`src/rtl/reloc_fwd_pkg.sv`:
```
package reloc_fwd_pkg;
  typedef enum logic [1:0] {S_IDLE, S_LOOK, S_COPY, S_RESP} ctl_state_e;
  typedef enum logic [1:0] {C_IDLE, C_RD, C_WAIT, C_WR} cpy_state_e;
endpackage

```
`src/rtl/fwd_table.sv`:
```
module fwd_table #(
  parameter int ENTRIES = 8,
  parameter int AW      = 16,
  parameter int SW      = 6,
  localparam int IDX_W  = $clog2(ENTRIES)
) (
  input  logic             clk_i,
  input  logic             rst_ni,
  input  logic [AW-1:0]    lk_addr_i,
  output logic             lk_hit_o,
  output logic             lk_moved_o,
  output logic [AW-1:0]    lk_new_o,
  output logic [SW-1:0]    lk_size_o,
  output logic [IDX_W-1:0] lk_idx_o,
  input  logic             ins_en_i,
  input  logic [IDX_W-1:0] ins_idx_i,
  input  logic [AW-1:0]    ins_old_i,
  input  logic [AW-1:0]    ins_new_i,
  input  logic [SW-1:0]    ins_size_i,
  input  logic             set_moved_i,
  input  logic [IDX_W-1:0] set_idx_i
);
  logic [ENTRIES-1:0] vld_q, moved_q, match;
  logic [AW-1:0] old_q [ENTRIES];
  logic [AW-1:0] new_q [ENTRIES];
  logic [SW-1:0] size_q [ENTRIES];

  always_ff @(posedge clk_i or negedge rst_ni) begin
    if (!rst_ni) begin
      vld_q   <= '0;
      moved_q <= '0;
      for (int i = 0; i < ENTRIES; i++) begin
        old_q[i]  <= '0;
        new_q[i]  <= '0;
        size_q[i] <= '0;
      end
    end else begin
      for (int i = 0; i < ENTRIES; i++) begin
        if (ins_en_i && ins_idx_i == IDX_W'(i)) begin
          vld_q[i]   <= 1'b1;
          moved_q[i] <= 1'b0;
          old_q[i]   <= ins_old_i;
          new_q[i]   <= ins_new_i;
          size_q[i]  <= ins_size_i;
        end else if (set_moved_i && set_idx_i == IDX_W'(i)) begin
          moved_q[i] <= 1'b1;
        end
      end
    end
  end

  for (genvar g = 0; g < ENTRIES; g++) begin : g_match
    assign match[g] = vld_q[g] && (old_q[g] == lk_addr_i);
  end

  // lowest matching slot wins
  always_comb begin
    lk_hit_o = 1'b0;
    lk_idx_o = '0;
    for (int i = ENTRIES - 1; i >= 0; i--) begin
      if (match[i]) begin
        lk_hit_o = 1'b1;
        lk_idx_o = IDX_W'(i);
      end
    end
  end

  assign lk_moved_o = moved_q[lk_idx_o];
  assign lk_new_o   = new_q[lk_idx_o];
  assign lk_size_o  = size_q[lk_idx_o];
endmodule

```
`src/rtl/copy_engine.sv`:
```
module copy_engine
  import reloc_fwd_pkg::*;
#(
  parameter int AW = 16,
  parameter int DW = 32,
  parameter int SW = 6
) (
  input  logic          clk_i,
  input  logic          rst_ni,
  input  logic          start_i,
  input  logic [AW-1:0] src_i,
  input  logic [AW-1:0] dst_i,
  input  logic [SW-1:0] len_i,
  output logic          done_o,
  output logic          mem_valid_o,
  input  logic          mem_ready_i,
  output logic          mem_we_o,
  output logic [AW-1:0] mem_addr_o,
  output logic [DW-1:0] mem_wdata_o,
  input  logic          mem_rvalid_i,
  input  logic [DW-1:0] mem_rdata_i
);
  cpy_state_e state_q;
  logic [AW-1:0] src_q, dst_q;
  logic [SW-1:0] len_q, cnt_q;
  logic [DW-1:0] data_q;
  logic          done_q;

  always_ff @(posedge clk_i or negedge rst_ni) begin
    if (!rst_ni) begin
      state_q <= C_IDLE;
      src_q   <= '0;
      dst_q   <= '0;
      len_q   <= '0;
      cnt_q   <= '0;
      data_q  <= '0;
      done_q  <= 1'b0;
    end else begin
      done_q <= 1'b0;
      unique case (state_q)
        C_IDLE: if (start_i) begin
          src_q <= src_i;
          dst_q <= dst_i;
          len_q <= len_i;
          cnt_q <= '0;
          if (len_i == '0) done_q  <= 1'b1;
          else             state_q <= C_RD;
        end
        C_RD: if (mem_ready_i) state_q <= C_WAIT;
        C_WAIT: if (mem_rvalid_i) begin
          data_q  <= mem_rdata_i;
          state_q <= C_WR;
        end
        C_WR: if (mem_ready_i) begin
          if (cnt_q == len_q - SW'(1)) begin
            done_q  <= 1'b1;
            state_q <= C_IDLE;
          end else begin
            cnt_q   <= cnt_q + SW'(1);
            state_q <= C_RD;
          end
        end
        default: state_q <= C_IDLE;
      endcase
    end
  end

  assign done_o      = done_q;
  assign mem_valid_o = (state_q == C_RD) || (state_q == C_WR);
  assign mem_we_o    = (state_q == C_WR);
  assign mem_addr_o  = (state_q == C_WR) ? dst_q + AW'(cnt_q) : src_q + AW'(cnt_q);
  assign mem_wdata_o = data_q;

  p_cnt_bound_r4: assert property (@(posedge clk_i) disable iff (!rst_ni)
    (state_q != C_IDLE) |-> (cnt_q < len_q));
  p_wr_after_rd_r4: assert property (@(posedge clk_i) disable iff (!rst_ni)
    (state_q == C_WR) |-> ($past(state_q) == C_WAIT || $past(state_q) == C_WR));
  p_mem_hold_r8: assert property (@(posedge clk_i) disable iff (!rst_ni)
    (mem_valid_o && !mem_ready_i) |=> (mem_valid_o && $stable(mem_we_o) &&
      $stable(mem_addr_o) && $stable(mem_wdata_o)));
endmodule

```
`src/rtl/reloc_fwd_unit.sv`:
```
module reloc_fwd_unit
  import reloc_fwd_pkg::*;
#(
  parameter int ENTRIES = 8,
  parameter int AW      = 16,
  parameter int DW      = 32,
  parameter int SW      = 6,
  localparam int IDX_W  = $clog2(ENTRIES)
) (
  input  logic             clk_i,
  input  logic             rst_ni,
  input  logic             req_valid_i,
  output logic             req_ready_o,
  input  logic [AW-1:0]    req_addr_i,
  output logic             rsp_valid_o,
  output logic             rsp_err_o,
  output logic [AW-1:0]    rsp_addr_o,
  input  logic             ins_valid_i,
  output logic             ins_ready_o,
  input  logic [IDX_W-1:0] ins_slot_i,
  input  logic [AW-1:0]    ins_old_i,
  input  logic [AW-1:0]    ins_new_i,
  input  logic [SW-1:0]    ins_size_i,
  output logic             mem_valid_o,
  input  logic             mem_ready_i,
  output logic             mem_we_o,
  output logic [AW-1:0]    mem_addr_o,
  output logic [DW-1:0]    mem_wdata_o,
  input  logic             mem_rvalid_i,
  input  logic [DW-1:0]    mem_rdata_i
);
  ctl_state_e state_q;
  logic [AW-1:0]    addr_q, rsp_addr_q;
  logic             rsp_err_q;
  logic [IDX_W-1:0] idx_q;

  logic             lk_hit, lk_moved;
  logic [AW-1:0]    lk_new;
  logic [SW-1:0]    lk_size;
  logic [IDX_W-1:0] lk_idx;
  logic             cp_start, cp_done, set_moved;

  assign req_ready_o = (state_q == S_IDLE);
  assign ins_ready_o = (state_q == S_IDLE);
  assign cp_start    = (state_q == S_LOOK) && lk_hit && !lk_moved;
  assign set_moved   = (state_q == S_COPY) && cp_done;

  fwd_table #(.ENTRIES(ENTRIES), .AW(AW), .SW(SW)) u_table (
    .clk_i       (clk_i),
    .rst_ni      (rst_ni),
    .lk_addr_i   (addr_q),
    .lk_hit_o    (lk_hit),
    .lk_moved_o  (lk_moved),
    .lk_new_o    (lk_new),
    .lk_size_o   (lk_size),
    .lk_idx_o    (lk_idx),
    .ins_en_i    (ins_valid_i && ins_ready_o),
    .ins_idx_i   (ins_slot_i),
    .ins_old_i   (ins_old_i),
    .ins_new_i   (ins_new_i),
    .ins_size_i  (ins_size_i),
    .set_moved_i (set_moved),
    .set_idx_i   (idx_q)
  );

  copy_engine #(.AW(AW), .DW(DW), .SW(SW)) u_copy (
    .clk_i        (clk_i),
    .rst_ni       (rst_ni),
    .start_i      (cp_start),
    .src_i        (addr_q),
    .dst_i        (lk_new),
    .len_i        (lk_size),
    .done_o       (cp_done),
    .mem_valid_o  (mem_valid_o),
    .mem_ready_i  (mem_ready_i),
    .mem_we_o     (mem_we_o),
    .mem_addr_o   (mem_addr_o),
    .mem_wdata_o  (mem_wdata_o),
    .mem_rvalid_i (mem_rvalid_i),
    .mem_rdata_i  (mem_rdata_i)
  );

  always_ff @(posedge clk_i or negedge rst_ni) begin
    if (!rst_ni) begin
      state_q    <= S_IDLE;
      addr_q     <= '0;
      rsp_addr_q <= '0;
      rsp_err_q  <= 1'b0;
      idx_q      <= '0;
    end else begin
      unique case (state_q)
        S_IDLE: if (req_valid_i) begin
          addr_q  <= req_addr_i;
          state_q <= S_LOOK;
        end
        S_LOOK: begin
          idx_q      <= lk_idx;
          rsp_err_q  <= !lk_hit;
          rsp_addr_q <= lk_hit ? lk_new : '0;
          state_q    <= cp_start ? S_COPY : S_RESP;
        end
        S_COPY: if (cp_done) state_q <= S_RESP;
        S_RESP: state_q <= S_IDLE;
        default: state_q <= S_IDLE;
      endcase
    end
  end

  assign rsp_valid_o = (state_q == S_RESP);
  assign rsp_err_o   = rsp_err_q;
  assign rsp_addr_o  = rsp_addr_q;

  p_rsp_pulse_r10: assert property (@(posedge clk_i) disable iff (!rst_ni)
    rsp_valid_o |=> !rsp_valid_o);
  p_busy_no_ready_r6: assert property (@(posedge clk_i) disable iff (!rst_ni)
    rsp_valid_o |-> !req_ready_o);
  p_err_zero_r3: assert property (@(posedge clk_i) disable iff (!rst_ni)
    (rsp_valid_o && rsp_err_o) |-> (rsp_addr_o == '0));
  p_mem_only_copy_r2: assert property (@(posedge clk_i) disable iff (!rst_ni)
    mem_valid_o |-> (state_q == S_COPY));
  p_no_install_busy_r9: assert property (@(posedge clk_i) disable iff (!rst_ni)
    mem_valid_o |-> !ins_ready_o);
endmodule

```
`config.mk`:
```
export PLATFORM = sky130hd
export DESIGN_NAME = reloc_fwd_unit
export DESIGN_NICKNAME = d
export VERILOG_FILES = /design/src/rtl/reloc_fwd_pkg.sv /design/src/rtl/fwd_table.sv /design/src/rtl/copy_engine.sv /design/src/rtl/reloc_fwd_unit.sv
export SDC_FILE = /design/constraint.sdc
export NUM_CORES = 1
export LEC_CHECK = 0
export CORE_MARGIN = 1
export CORE_UTILIZATION = 59
export CTS_CLUSTER_SIZE = 24
export DETAILED_ROUTE_END_ITERATION = 7
export PLACE_DENSITY = 0.81
export SYNTH_ARGS = -nofsm -noshare
export SYNTH_HDL_FRONTEND = slang
export SYNTH_SLANG_ARGS = --single-unit
```
`constraint.sdc`:
```
create_clock -name clk_i -period 5.9 [get_ports clk_i]
set_input_delay 1.18 -clock clk_i [delete_from_list [all_inputs] [get_ports clk_i]]
set_output_delay 1.18 -clock clk_i [all_outputs]
set_load 0.01 [all_outputs]
```
# --- Word level (Yosys, flattened, before mapping) ---
# Index checks and enable logic that the tools add are counted.
word_totals:
  register_bits: 437
  input_bits: 95
  output_inout_bits: 70
  word_cells: 209
classes:
  n_addsub: 4
  magnitude_cmp: 2
  n_eq_ne: 37
  n_mux: 62
  n_bitwise: 1
  reduce_logical: 51
ops:
  columns: ["op", "count"]
  rows:
  - ["$eq A16 B16 Y1", 8]
  - ["$mux W16", 4]
  - ["$bmux W16 S3", 1]
  - ["$add A16 B6 Y16", 2]
  - ["$mux W1", 31]
  - ["$mux W6", 5]
  - ["$logic_and A1 B1 Y1", 28]
  - ["$eq A3 B3 Y1 const B", 8]
  - ["$mux W3", 8]
  - ["$bmux W6 S3", 1]
  - ["$reduce_bool A2 Y1", 9]
  - ["$pmux W2 S4", 2]
  - ["$mux W2", 7]
  - ["$ne A2 B2 Y1 const B", 7]
  - ["$eq A3 B2 Y1 const B", 4]
  - ["$pmux W6 S2", 1]
  - ["$eq A2 B2 Y1 const B", 4]
  - ["$reduce_and A2 Y1", 4]
  - ["$add A6 B1 Y6 const B", 1]
  - ["$eq A3 B1 Y1 const B", 2]
  - ["$eq A6 B6 Y1", 1]
  - ["$logic_not A3 Y1", 2]
  - ["$logic_not A6 Y1", 1]
  - ["$sub A6 B1 Y6 const B", 1]
  - ["12 further kinds", 15]

# --- Longest topological paths before layout ---
depth:
  word_depth: 18
  depth_mapped: 17
  depth_no_buf: 13

# --- By module ---
# Synthesis repeated with hierarchy kept, for this count alone.
unflattened:
  hier_cells: 1885
  hier_area_um2: 21160.3
by_module_without_submodules:
  columns: ["module", "n_inst", "cells_per_inst", "area_per_inst_um2", "seq_area_each_um2"]
  rows:
  - ["fwd_table", 1, 1472, 15597.5, 8007.7]
  - ["copy_engine", 1, 311, 3973.8, 1976.9]
  - ["reloc_fwd_unit", 1, 102, 1589.0, 950.9]

# --- Worst setup path before layout ---
# Ideal clock, no wire load.
synth_path:
  kind: "register to output"
  start: "reg u_copy.state_q[1]"
  end: "out mem_addr_o[15]"
  t_arrival_ns: 3.917
  required_ns: 4.720
  path_slack_ns: 0.803
  path_stages_with_launch: 18
  path_buffers: 4
  path_cell_list: "dfrtp_1 -> ha_1 -> clkbuf_1 -> clkbuf_1 -> buf_1 -> buf_1 -> mux2_2 -> ha_1 -> a21o_1 -> a21oi_1 -> o21bai_1 -> a21oi_1 -> nor2b_1 -> o21ai_0 -> nor2_1 -> nand3_1 -> nor2_1 -> xnor2_1"
synth_between:
  elab_chain_cells: 2
synth_rtl:
  columns: ["item", "line", "rtl"]
  rows:
  - ["start, declared", "copy_engine.sv:23", "cpy_state_e state_q;"]
  - ["start signal, assigned", "copy_engine.sv:31", "state_q <= C_IDLE;"]
  - ["start signal, assigned", "copy_engine.sv:47", "else state_q <= C_RD;"]
  - ["start signal, assigned", "copy_engine.sv:49", "C_RD: if (mem_ready_i) state_q <= C_WAIT;"]
  - ["$eq A2 B2 Y1", null, null]
  - ["net mem_we_o", "reloc_fwd_unit.sv:26", "output logic mem_we_o,"]
  - ["$mux W16", "copy_engine.sv:71", "assign mem_addr_o = (state_q == C_WR) ? dst_q + AW'(cnt_q) : src_q + AW'(cnt_q);"]
  - ["end, declared", "reloc_fwd_unit.sv:27", "output logic [AW-1:0] mem_addr_o,"]
# The timed path passes the listed nets, and every way through them passes these cells.

# --- Worst setup path in the final report ---
layout_path:
  start: "reg u_copy.state_q[1]"
  end: "out mem_addr_o[15]"
layout_between:
  elab_chain_cells: 2
layout_rtl:
  columns: ["item", "line"]
  rows:
  - ["$eq A2 B2 Y1", "copy_engine.sv:71"]
  - ["$mux W16", "copy_engine.sv:71"]
# Every way passes these cells.

==> impl_metrics.yaml <==
critical_path:
  crit_type: "flop to primary output"
  worstPathArrival_ns: 4.06
  crit_buf_inv: 1
  critical_path_required_ns: 4.72
  slowest_stage: "clkdlybuf4s50_1"
  cpPeakStageDelay_ns: 0.56
  cp-start-kind: "flop"
  crit_chain: "ha_1 -> mux2_2 -> ha_1 -> a21o_1 -> a21oi_1 -> o21bai_1 -> a21oi_1 -> nor2b_1 -> o21ai_0 -> nor2_1 -> nand3_1 -> nor2_1 -> xnor2_1 -> clkdlybuf4s50_1"
  end_kind: "primary output"
  cp_max_fo: 5
  cp_top_family: "compound AO/OA/AOI/OAI gates"
timing:
  tns_ns: 0
  fin_skew_ns: 0.02798
  rsz0062_at_grt: "no"
  setup_violations: 0
  worst-slew-pin-transition_ns: 1.158
  whs_ns: 0.4768
  finalCritPeriodShare_pct: 88.77
  max_freq_mhz: 190.9
  slew_viol_final: 0
  period_minus_slack_ns: 5.237
  max_slew_margin_pct: 22.59
  hold_viol: 0
floorplan:
  die_y_um: 190.7
  coreArea_mm2: 0.03480
  die_x_um: 190.7
  ios: 165
  die_area_mm2: 0.03636
  num_rows: 68
  start_util_pct: 60.36
synth:
  synth_top_family_by_area: "multiplexers"
  synth-main-ff-cell: "dfrtp_1"
  synthDistinctLibCells: 65
  syn_nets: 1929
  ys_ff_latch: 437
  syn_area_mm2: 0.02100
  synth_area_leaders: "dfrtp_1, mux2_2, xnor2_1"
  yosysSeqAreaShare_pct: 52.06
  synth_compound_area_share_pct: 4.926
  synthArstFlopShare_pct: 100.0
  synth_cells: 1817
  yosysTopAreaCellShare_pct: 52.06
  yosys_warnings: 0
  yosys.area_share.xor_xnor_pct: 6.255
  yosys.area_share.simple_pct: 11.35
  avgSynthCellArea_um2: 11.56
  synth_edf_count: 0
  synth.area.mux_share_pct: 21.75
  synth_top_area_cell: "dfrtp_1"
  synthAdderAreaFrac_pct: 1.048
clocking:
  clkTransAtPathRegs_ns: 0.06
  ctsResizeCount: 0
  tritoncts: "yes"
  numCtsBuffers: 46
  cts_hold_buf: 0
  post_cts_buffers: 0
  cts-root-buf: "clkbuf_16"
  insertion_delay_ns: 0.57
  cts_buffer_depth: 3
  htreeDepth: 2
  cts_sinks: 437
grt:
  antenna_found_initial: 0
  grt_pass1_vias: 15410
  grt_max_degree: 137
  grt_pass1_wl_um: 90580
  grt_util_met1_pct: 45.50
  busiest_layer: "met2"
  globalRouteMet2Util_pct: 52.22
  globalRouteTotalUtil_pct: 33.08
  grt_overflow_total: 0
  met3_usage_pct: 5.484
place:
  place.gp.congestion: 0.9208
  dpl.hpwl_um: 39270
  portBuffers: 164
cells_and_area:
  drive_above_1_share_pct: 22.96
  fill_cells: 2464
  final-seq-area_mm2: 0.01094
  multi_input_area_mm2: 0.009589
  antenna_cells: 0
  area_growth_pct: 17.33
  nets: 2075
routing:
  wirelength_um: 58830
  first_pass_iters: 5
  post_drt_wl_per_cell_um: 23.97
  via_per_inst: 6.183
  drtIter0Drc: 1264
  drc: 0
  postRouteAntennaNets: 0
  via_count: 15174
outcome:
  status: "complete, no violations"
worst_hold_path:
  hold_path_class: "flop to flop"
power:
  powerDensity_mw_per_mm2: 512.4
  p_leak_nw: 10.69
  ir_drop_mv: 0.3126
job:
  drv_cap: 0
[routing by layer]
layer	part of all wire [%]	vias up
li1	-	6640
met1	43	7710
met2	46	687
met3	7.2	137
met4	4.0	0
met5	0	-
[cell usage after synthesis, drive strengths merged (22+ instances only)]
library cell and number:
mux2 331, dfrtp 437, nand4 42, nor2 48
inv 35, clkbuf 56, o21ai 38, nand2 281
nand3 28, a21oi 39, mux2i 84, o22ai 22
buf 40, xor2 28, xnor2 122
[through the flow]
| stage | worst slack [ns] | utilization (%) | cell area (um2) | instances | power [mW] |
|---|---|---|---|---|---|
| finish | 0.6628 | 70.82 | 24640 | 2454 | 12.63 |
| global route | 0.3450 | 70.82 | 24640 | 2454 | 13.24 |
| CTS | 0.6602 | 70.82 | 24640 | 2454 | 12.59 |
| floorplan | 0.8026 | - | 21000 | 1817 | 8.063 |
| global placement | 1.275 | 66.48 | 23130 | 2370 | 9.471 |
| detailed placement | 1.186 | 66.48 | 23130 | 2370 | 9.671 |
[state kept, by name, indices dropped and copies added, names as in the netlist]
name and cells:
addr_q 16, u_copy.done_o 1, u_copy.dst_q 16, u_copy.len_q 6, u_table.size_q 48, state_q 2, u_copy.cnt_q 6, idx_q 3
u_copy.state_q 2, u_copy.mem_wdata_o 32, u_table.moved_q 8, u_copy.src_q 16, u_table.vld_q 8, u_table.new_q 128, rsp_addr_o 16, rsp_err_o 1
u_table.old_q 128
[final cells by class]
| class | count | area share [%] |
|---|---|---|
| Inverter | 35 | 0.5331 |
| Clock buffer | 68 | 5.580 |
| Clock inverter | 16 | 0.5433 |
| Tap cell | 455 | 2.310 |
| Sequential cell | 437 | 44.37 |
| Multi-Input combinational cell | 1249 | 38.91 |
| Timing Repair Buffer | 194 | 7.748 |
[placed cells by master, fill, tap and decap left out, types with 10 or more instances in the layout]
master           netlist  layout
o22ai_1               22      22
clkbuf_8               0      12
ha_1                  16      16
mux2_2               330     330
a211oi_1              19      19
clkbuf_16              0      47
dfrtp_1              437     437
nand2b_1              13      12
a21oi_1               39      39
nand2_1              281     281
nand4_1               42      42
xor2_1                28      28
mux2i_1               84      84
nor2_1                48      42
and4_1                11      11
o21ai_0               35      35
nand3_1               28      28
buf_4                  1      27
xnor2_1              122     122
clkinv_2               0      10
inv_1                 35      35
nor3_1                15      14
clkdlybuf4s50_1        0     163
nor2b_1               11      10
[worst paths after layout]
check	start	to	slack, ns	depth (start not counted)
min in group asynchronous	rst_ni	u_copy.mem_wdata_o[1]$_DFFE_PN0P_	0.62	1
worst min-delay path	u_table.size_q[21]$_DFFE_PN0P_	u_table.size_q[21]$_DFFE_PN0P_	0.48	2
worst min register to register	u_table.size_q[21]$_DFFE_PN0P_	u_table.size_q[21]$_DFFE_PN0P_	0.48	2
max in group asynchronous	rst_ni	u_table.new_q[109]$_DFFE_PN0P_	4.06	2
worst max-delay path	u_copy.state_q[1]$_DFFE_PN0P_	mem_addr_o[15]	0.66	14
worst max register to register	addr_q[9]$_DFFE_PN0P_	u_copy.state_q[1]$_DFFE_PN0P_	1.13	11
[power by group]
part | internal, mW | switching, mW
logic | 2.20 | 2.12
registers | 4.29 | 1.13
clock network | 1.67 | 1.22
total | 8.16 | 4.47
[kinds of logic (layout without fill, tap and decap cells)]
family,after synthesis,after routing
adders and majority gates,17,17
AOI/OAI and AO/OA,162,162
buffers and inverters,131,313
xor gates and xnor gates,150,150
DFF,437,437
and+or+nand+nor,505,505
muxes,415,415
[worst reg2reg max path, cell delays in order, from the launching register on]
cell	delay [ns]
dfrtp_1	0.74
xnor2_1	0.24
or4b_1	0.50
or4_1	0.49
o22ai_1	0.21
o311a_1	0.61
mux2i_1	0.28
mux2i_1	0.10
mux2_2	0.28
or4_4	0.48
o31ai_1	0.32
mux2_1	0.36
Power figures use the tool's default switching activity.
